## src/rtl/flash_guard_pkg.sv

```systemverilog
package flash_guard_pkg;
  typedef enum logic [1:0] {
    OP_PROG = 2'd0,
    OP_SECT = 2'd1,
    OP_BLK  = 2'd2,
    OP_CHIP = 2'd3
  } op_kind_e;

  localparam int ST_BUSY   = 0;
  localparam int ST_WEL    = 1;
  localparam int ST_BP_LSB = 2;
  localparam int ST_LOCK   = 7;
endpackage

```

## src/rtl/flash_guard_region.sv

```systemverilog
module flash_guard_region #(
  parameter int BLK_W = 4,
  parameter int BP_W  = 3
) (
  input  logic [BP_W-1:0]  bp,
  input  logic [BLK_W-1:0] blk,
  output logic             hit
);
  localparam int NBLK = 1 << BLK_W;

  logic [BLK_W:0]    span;
  logic [NBLK-1:0]   prot_vec;

  // number of protected blocks counted down from the top
  always_comb begin
    if (bp == '0)
      span = '0;
    else if (int'(bp) > BLK_W)
      span = (BLK_W+1)'(NBLK);
    else
      span = (BLK_W+1)'(1) << (bp - BP_W'(1));
  end

  genvar b;
  generate
    for (b = 0; b < NBLK; b++) begin : g_blk
      assign prot_vec[b] = ((BLK_W+1)'(b) + span) >= (BLK_W+1)'(NBLK);
    end
  endgenerate

  assign hit = prot_vec[blk];
endmodule

```

## src/rtl/flash_guard_align.sv

```systemverilog
module flash_guard_align
  import flash_guard_pkg::*;
#(
  parameter int ADDR_W   = 20,
  parameter int SECT_LSB = 12,
  parameter int BLK_LSB  = 16
) (
  input  op_kind_e          kind,
  input  logic [ADDR_W-1:0] addr,
  output logic [ADDR_W-1:0] base
);
  localparam logic [ADDR_W-1:0] SECT_MASK = {ADDR_W{1'b1}} << SECT_LSB;
  localparam logic [ADDR_W-1:0] BLK_MASK  = {ADDR_W{1'b1}} << BLK_LSB;

  always_comb begin
    unique case (kind)
      OP_PROG: base = addr;
      OP_SECT: base = addr & SECT_MASK;
      OP_BLK:  base = addr & BLK_MASK;
      default: base = '0;
    endcase
  end
endmodule

```

## src/rtl/flash_guard_status.sv

```systemverilog
module flash_guard_status #(
  parameter int BP_W = 3
) (
  input  logic            clk,
  input  logic            rst_ok,
  input  logic            set_busy,
  input  logic            clr_busy,
  input  logic            set_wel,
  input  logic            clr_wel,
  input  logic            ld_sr,
  input  logic [BP_W-1:0] sr_bp,
  input  logic            sr_lock,
  output logic            busy_q,
  output logic            wel_q,
  output logic [BP_W-1:0] bp_q,
  output logic            lock_q
);
  logic            busy_d, wel_d, lock_d;
  logic [BP_W-1:0] bp_d;
  logic            busy_en, wel_en;

  always_comb begin
    busy_en = set_busy | clr_busy;
    busy_d  = set_busy;
    wel_en  = set_wel | clr_wel;
    wel_d   = set_wel & ~clr_wel;
    bp_d    = sr_bp;
    lock_d  = sr_lock;
  end

  always_ff @(posedge clk or negedge rst_ok) begin
    if (!rst_ok) begin
      busy_q <= 1'b0;
      wel_q  <= 1'b0;
      bp_q   <= '0;
      lock_q <= 1'b0;
    end else begin
      if (busy_en) busy_q <= busy_d;
      if (wel_en)  wel_q  <= wel_d;
      if (ld_sr) begin
        bp_q   <= bp_d;
        lock_q <= lock_d;
      end
    end
  end


  busy_drop_chk: assert property (@(posedge clk) disable iff (!rst_ok)
    busy_q && clr_busy |=> !busy_q && !wel_q);
endmodule

```

## src/rtl/flash_guard.sv

```systemverilog
module flash_guard
  import flash_guard_pkg::*;
#(
  parameter int ADDR_W   = 20,
  parameter int BLK_W    = 4,
  parameter int SECT_LSB = 12,
  parameter int BP_W     = 3
) (
  input  logic              clk,
  input  logic              rst_n,
  input  logic              cmd_wren,
  input  logic              cmd_wrdi,
  input  logic              cmd_wrsr,
  input  logic [BP_W-1:0]   new_bp,
  input  logic              new_lock,
  input  logic              cmd_prog,
  input  logic              cmd_sect,
  input  logic              cmd_blk,
  input  logic              cmd_chip,
  input  logic [ADDR_W-1:0] req_addr,
  input  logic              wp_n,
  input  logic              op_done,
  output logic [7:0]        status,
  output logic              grant,
  output logic              deny,
  output logic [ADDR_W-1:0] op_base
);
  localparam int BLK_LSB = ADDR_W - BLK_W;

  logic [1:0]        rst_sync;
  logic              rst_ok;
  logic              busy, wel, lock;
  logic [BP_W-1:0]   bp;
  logic              is_req, idle, locked, in_prot, refused, accept;
  op_kind_e          kind;
  logic [ADDR_W-1:0] base_c;
  logic              set_busy, clr_busy, set_wel, clr_wel, ld_sr;
  logic              grant_d, deny_d;
  logic [ADDR_W-1:0] base_d;

  // asynchronous assertion, synchronous release
  always_ff @(posedge clk or negedge rst_n) begin
    if (!rst_n) rst_sync <= 2'b00;
    else        rst_sync <= {rst_sync[0], 1'b1};
  end
  assign rst_ok = rst_sync[1];

  flash_guard_region #(.BLK_W(BLK_W), .BP_W(BP_W)) u_region (
    .bp  (bp),
    .blk (req_addr[ADDR_W-1:BLK_LSB]),
    .hit (in_prot)
  );

  flash_guard_align #(.ADDR_W(ADDR_W), .SECT_LSB(SECT_LSB), .BLK_LSB(BLK_LSB)) u_align (
    .kind (kind),
    .addr (req_addr),
    .base (base_c)
  );

  flash_guard_status #(.BP_W(BP_W)) u_status (
    .clk      (clk),
    .rst_ok   (rst_ok),
    .set_busy (set_busy),
    .clr_busy (clr_busy),
    .set_wel  (set_wel),
    .clr_wel  (clr_wel),
    .ld_sr    (ld_sr),
    .sr_bp    (new_bp),
    .sr_lock  (new_lock),
    .busy_q   (busy),
    .wel_q    (wel),
    .bp_q     (bp),
    .lock_q   (lock)
  );

  // request decode and permission decision
  always_comb begin
    if (cmd_chip)      kind = OP_CHIP;
    else if (cmd_blk)  kind = OP_BLK;
    else if (cmd_sect) kind = OP_SECT;
    else               kind = OP_PROG;
    is_req   = cmd_prog | cmd_sect | cmd_blk | cmd_chip;
    idle     = ~busy;
    locked   = lock & ~wp_n;
    refused  = (kind == OP_CHIP) ? (bp != '0) : in_prot;
    accept   = is_req & idle & wel & ~refused;
    set_busy = accept;
    clr_busy = busy & op_done;
    set_wel  = idle & cmd_wren;
    clr_wel  = clr_busy
             | (idle & (cmd_wrdi | (cmd_wrsr & wel) | (is_req & wel & refused)));
    ld_sr    = idle & cmd_wrsr & wel & ~locked;
    grant_d  = accept;
    deny_d   = is_req & ~accept;
    base_d   = accept ? base_c : op_base;
  end

  always_ff @(posedge clk or negedge rst_ok) begin
    if (!rst_ok) begin
      grant   <= 1'b0;
      deny    <= 1'b0;
      op_base <= '0;
    end else begin
      grant   <= grant_d;
      deny    <= deny_d;
      op_base <= base_d;
    end
  end

  assign status = {lock, 2'b00, bp, wel, busy};


  no_wel_deny_chk: assert property (@(posedge clk) disable iff (!rst_ok)
    is_req && !status[ST_WEL] |=> deny && !grant && $stable(status));

  grant_busy_chk: assert property (@(posedge clk) disable iff (!rst_ok)
    grant |-> status[ST_BUSY] && !deny);

  busy_hold_chk: assert property (@(posedge clk) disable iff (!rst_ok)
    status[ST_BUSY] && !op_done |=> status[ST_BUSY] && $stable(status));

  chip_code_chk: assert property (@(posedge clk) disable iff (!rst_ok)
    cmd_chip && status[4:2] != 3'b000 |=> deny);

  lock_freeze_chk: assert property (@(posedge clk) disable iff (!rst_ok)
    cmd_wrsr && status[ST_LOCK] && !wp_n |=> $stable(status[7:2]));

  prot_one_req_chk: assert property (@(posedge clk) disable iff (!rst_ok)
    $onehot0({cmd_prog, cmd_sect, cmd_blk, cmd_chip}));
endmodule

```

## config.mk

```make
export PLATFORM = sky130hd
export DESIGN_NAME = flash_guard
export DESIGN_NICKNAME = d
export VERILOG_FILES = /design/src/rtl/flash_guard_pkg.sv /design/src/rtl/flash_guard_region.sv /design/src/rtl/flash_guard_align.sv /design/src/rtl/flash_guard_status.sv /design/src/rtl/flash_guard.sv
export SDC_FILE = /design/constraint.sdc
export NUM_CORES = 1
export LEC_CHECK = 0
export BUFFER_PORTS_ARGS = -buffer_cell sky130_fd_sc_hd__buf_2
export CORE_ASPECT_RATIO = 0.7
export CORE_MARGIN = 8
export CORE_UTILIZATION = 42
export CTS_CLUSTER_DIAMETER = 100
export DETAILED_ROUTE_END_ITERATION = 6
export GPL_TIMING_DRIVEN = 0
export PLACE_DENSITY = 0.72
export SLEW_MARGIN = 20
export SYNTH_ARGS = -nofsm -noshare
export SYNTH_HDL_FRONTEND = slang
export SYNTH_SLANG_ARGS = --single-unit
```

## constraint.sdc

```tcl
create_clock -name clk -period 1.8 [get_ports clk]
set_input_delay 0.36 -clock clk [delete_from_list [all_inputs] [get_ports clk]]
set_output_delay 0.36 -clock clk [all_outputs]
set_load 0.02 [all_outputs]
```

==> impl_results.rst <==
.. list-table::
   :header-rows: 1

   * - Metric
     - Value
   * - Avg WL per Cell
     - ~16 µm
   * - Number of nets at the end of the flow
     - 352
   * - Via count
     - 2045
   * - DRC violation count after routing
     - 0
   * - Worst-case clock skew
     - 0.007226 ns
   * - Area enclosed by the die boundary
     - approximately 0.0075 mm²
   * - Clk network pwr share
     - 0.125
   * - Worst Path Max Fanout
     - 5
   * - Post-Synthesis Cell Area
     - 0.002077 mm²
   * - Combinational power share
     - 0.637
   * - Sequential element share of the synthesized area
     - 0.3614
   * - Antenna diode count
     - 0
   * - CTS buffer count
     - 5
   * - Synth Area in Compound Gates
     - 0.2307
   * - Outcome
     - finished with violations
   * - Category of the worst setup path capture point
     - register
   * - Syn avg cell area
     - around 9.4 µm²
   * - Sum of routed wire length over all layers
     - ~6000 µm
   * - Multiplexer share of the synthesized area
     - 0.04096
   * - CTS clk-pin slew, worst paths
     - approximately 0.07 ns
   * - Rel. slew slack
     - 0.5966
   * - Synth unique cells
     - 53
   * - Die W
     - 100.1 µm
   * - Number of antenna violations at the first check in global routing
     - 0
   * - Adder-cell area share of the yosys netlist
     - 0.04217
   * - Total I/O pin count
     - 65
   * - Core region area
     - about 0.0048 mm²
   * - End of the worst register-to-register path
     - u_status.busy_q
   * - Required time of the worst setup path
     - ~2.0 ns
   * - Number of buffers between clock root and the deepest sink
     - 2
   * - Number of endpoints with negative hold slack in the final report
     - 0
   * - Final Critical Period
     - 3.073 ns
   * - Leakage Power
     - 0.001292 µW
   * - Post-route antenna net violation count
     - 0
   * - Commonest cells after routing, fill and taps aside
     - 62 x buf_2, 26 x dfrtp_1, 24 x buf_4, 21 x nand2_1, 21 x nand3_1
   * - CP Class
     - register to register
   * - Violations in the final reports
     - negative setup slack
   * - Number of vias per cell after detailed routing
     - 5.382
   * - Crit path setup slack, layout
     - -1.273 ns
   * - Max Cap Viol
     - 0
   * - Global route total overflow
     - 0
   * - Largest net degree at the start of global routing
     - 29
   * - Ys flop type
     - dfrtp_1
   * - Final TNS setup
     - -28.87 ns
   * - Fraction of the cycle the final worst path needs
     - 1.707
   * - Number of enable flip-flop cells after synthesis
     - 0
   * - Global-route wire length before repair
     - around 9200 µm
   * - Area growth syn-to-layout
     - 36.63%
   * - Utilization after layout
     - 0.5934
   * - Via count of the first global-routing pass
     - 1875
   * - Flop2flop setup slack
     - -1.27 ns
   * - Most frequent standard cell in the layout excluding fill and tap cells
     - buf_2
   * - Floorplan row count
     - 21
   * - H-Tree Level Count
     - 2
   * - Count of routing violations after the opening detailed-route iteration
     - 208
   * - Sink Count
     - 30
   * - Simple-Gate Fraction of Synth Area
     - 0.2386
   * - DR pass1 iterations
     - 5
   * - # setup viols final
     - 24
   * - Total of flip-flops plus latches after synthesis
     - 30
   * - Port Buffer Count
     - 61
   * - Die height
     - ~75 µm
   * - Aggregate global-route resource usage
     - 0.1561
   * - Synthesis Warnings
     - 0
   * - Switching power total
     - around 2000 µW
   * - Xor/xnor cell area share of the yosys netlist
     - 0.004217
   * - Overall power consumption
     - 4517 µW
   * - Combined area of the multi-input logic cells
     - 0.001251 mm²
   * - Clk Latency, worst-skew pair
     - roughly 0.29 ns
   * - Sequential fraction of design power
     - 0.238
   * - Clock tree from TritonCTS
     - done
   * - Element type at the critical path start
     - register
   * - Combined flip-flop and latch cell area
     - ~760 µm²
   * - Count of cells along the worst register-to-register path
     - 14
   * - Type of the worst min-delay path
     - register to asynchronous set/reset pin
   * - Maximum resistive drop on vdd
     - approximately 0.74 mV
   * - Initial core utilization
     - 0.4343
   * - Detail Placement HPWL
     - roughly 4400 µm
   * - Gp weighted congestion
     - about 0.80
   * - Pwr/cell area
     - 1592 mW/mm²
   * - Fmax achieved
     - between 300 and 400 MHz
   * - Filler Cell Count
     - approximately 420
   * - Post-synthesis instance total
     - 220
   * - Final max-slew violation count
     - 0
   * - CP arrival
     - about 3.3 ns
   * - RSZ-0062 raised after global routing
     - yes
   * - Dominant combinational cell family by area after synthesis
     - simple AND/OR/NAND/NOR gates
   * - Fraction of final layout cells with drive strength greater than 1
     - 0.4469
   * - Root buf cell
     - clkbuf_8
   * - Slew at the pin closest to its max-slew limit
     - just over 0.6 ns
   * - Reg2reg start
     - u_status.bp_q[0]
   * - Switching Share
     - 0.4446
   * - Internal Power
     - between 2000 and 3000 µW
   * - Share of synthesized registers carrying an async set or reset
     - 1.000
[cells in the mapped netlist, types with 3 or more instances]
library cell  count  area, µm²
dfrtp_1          30      750.7
nand2_1          21      78.83
nand3_1          21      105.1
a221o_1          18      180.2
a21boi_0         11      82.58
inv_1            10      37.54
nor2_1            9      33.78
a21oi_1           7      35.03
ha_1              7      87.58
and2_1            6      37.54
and2_2            6      45.04
buf_4             5      37.54
a32o_1            4      40.04
clkbuf_1          4      15.01
mux2_2            4      45.04
mux2i_1           4      40.04
nand4_1           3      18.77
[worst max-delay path by stage]
stage,slack (ns),from,endpoint
6_report,-1.27,u_status.bp_q[0],u_status.busy_q
5_1_grt,-1.37,u_status.bp_q[0],u_status.busy_q
4_1_cts,-1.25,u_status.bp_q[1],u_status.busy_q
3_5_place_dp,-1.46,u_status.bp_q[0],u_status.busy_q
3_3_place_gp,-1.44,u_status.bp_q[0],u_status.busy_q
2_1_floorplan,-1.29,u_status.bp_q[0],u_status.busy_q
[registers in the layout, indices dropped and copies added (netlist names)]
signal	count
u_status.bp_q	3
u_status.wel_q	1
u_status.busy_q	1
deny	1
u_status.lock_q	1
rst_sync	2
grant	1
op_base	20
[power groups by stage]
stage,clock (µW),combinational [µW],sequential (µW)
after global routing,607,3110,1110
after global placement,0,2320,1120
after floorplan,0,1560,1280
final,565,2880,1080
after detailed placement,0,2350,1130
after CTS,569,2630,1080
[kinds of logic after synthesis]
logic type / after synthesis
other: 2
flip-flops: 30
XOR/XNOR: 1
adder cells (fa/ha/maj): 7
multiplexers: 8
buffers and inverters: 28
AO/OA/AOI/OAI: 55
AND/OR/NAND/NOR: 89
[layer usage]
metal / GRT usage / vias to the layer above / routed length [µm] / share of wire
li1: - / 985 / - / -
met1: 0.2133 / 952 / 2910 / 0.48
met2: 0.2292 / 101 / 2580 / 0.42
met3: 0.03970 / 7 / 521 / 0.086
met4: 0.06333 / 0 / 70 / 0.012
met5: 0 / - / 0 / 0
[stage by stage]
step / hold WS, ns / area, µm² / worst slack [ns] / cells
2_1_floorplan: 0.06441 / 2128 / -1.287 / 221
3_3_place_gp: 0.1451 / 2520 / -1.439 / 351
3_5_place_dp: 0.1454 / 2521 / -1.457 / 351
4_1_cts: 0.2784 / 2750 / -1.245 / 372
5_1_grt: 0.2931 / 2838 / -1.365 / 380
6_report: 0.2787 / 2838 / -1.273 / 380
[area by class of cell]
cell class / count / share of cell area
Buffer: 17 / 0.04586
Clock buffer: 6 / 0.02910
Clock inverter: 2 / 0.004409
Inverter: 11 / 0.01455
Multi-Input combinational cell: 163 / 0.4409
Sequential cell: 30 / 0.2663
Tap cell: 69 / 0.03042
Timing Repair Buffer: 82 / 0.1684
[repair_timing]
action / CTS / global route
setup endpoints to repair: 27 / 24
setup buffers: 12 / 8
endpoints found under the hold margin: 2 / 0
pin swaps: 5 / 8
hold buffers: 1 / 0
gates resized for setup: 4 / 4
[worst max-delay path: stages, from the launching register on]
cell,delay [ns]
dfrtp_2,0.43
nor2_4,0.14
inv_2,0.06
ha_4,0.16
or3b_4,0.39
nor2_4,0.13
inv_2,0.07
ha_4,0.16
or2b_4,0.25
o41ai_4,0.06
a211oi_2,0.10
nor3_2,0.31
clkbuf_8,0.21
mux2_4,0.32
a21o_1,0.15
No activity file was read; power rests on OpenSTA's default activity.
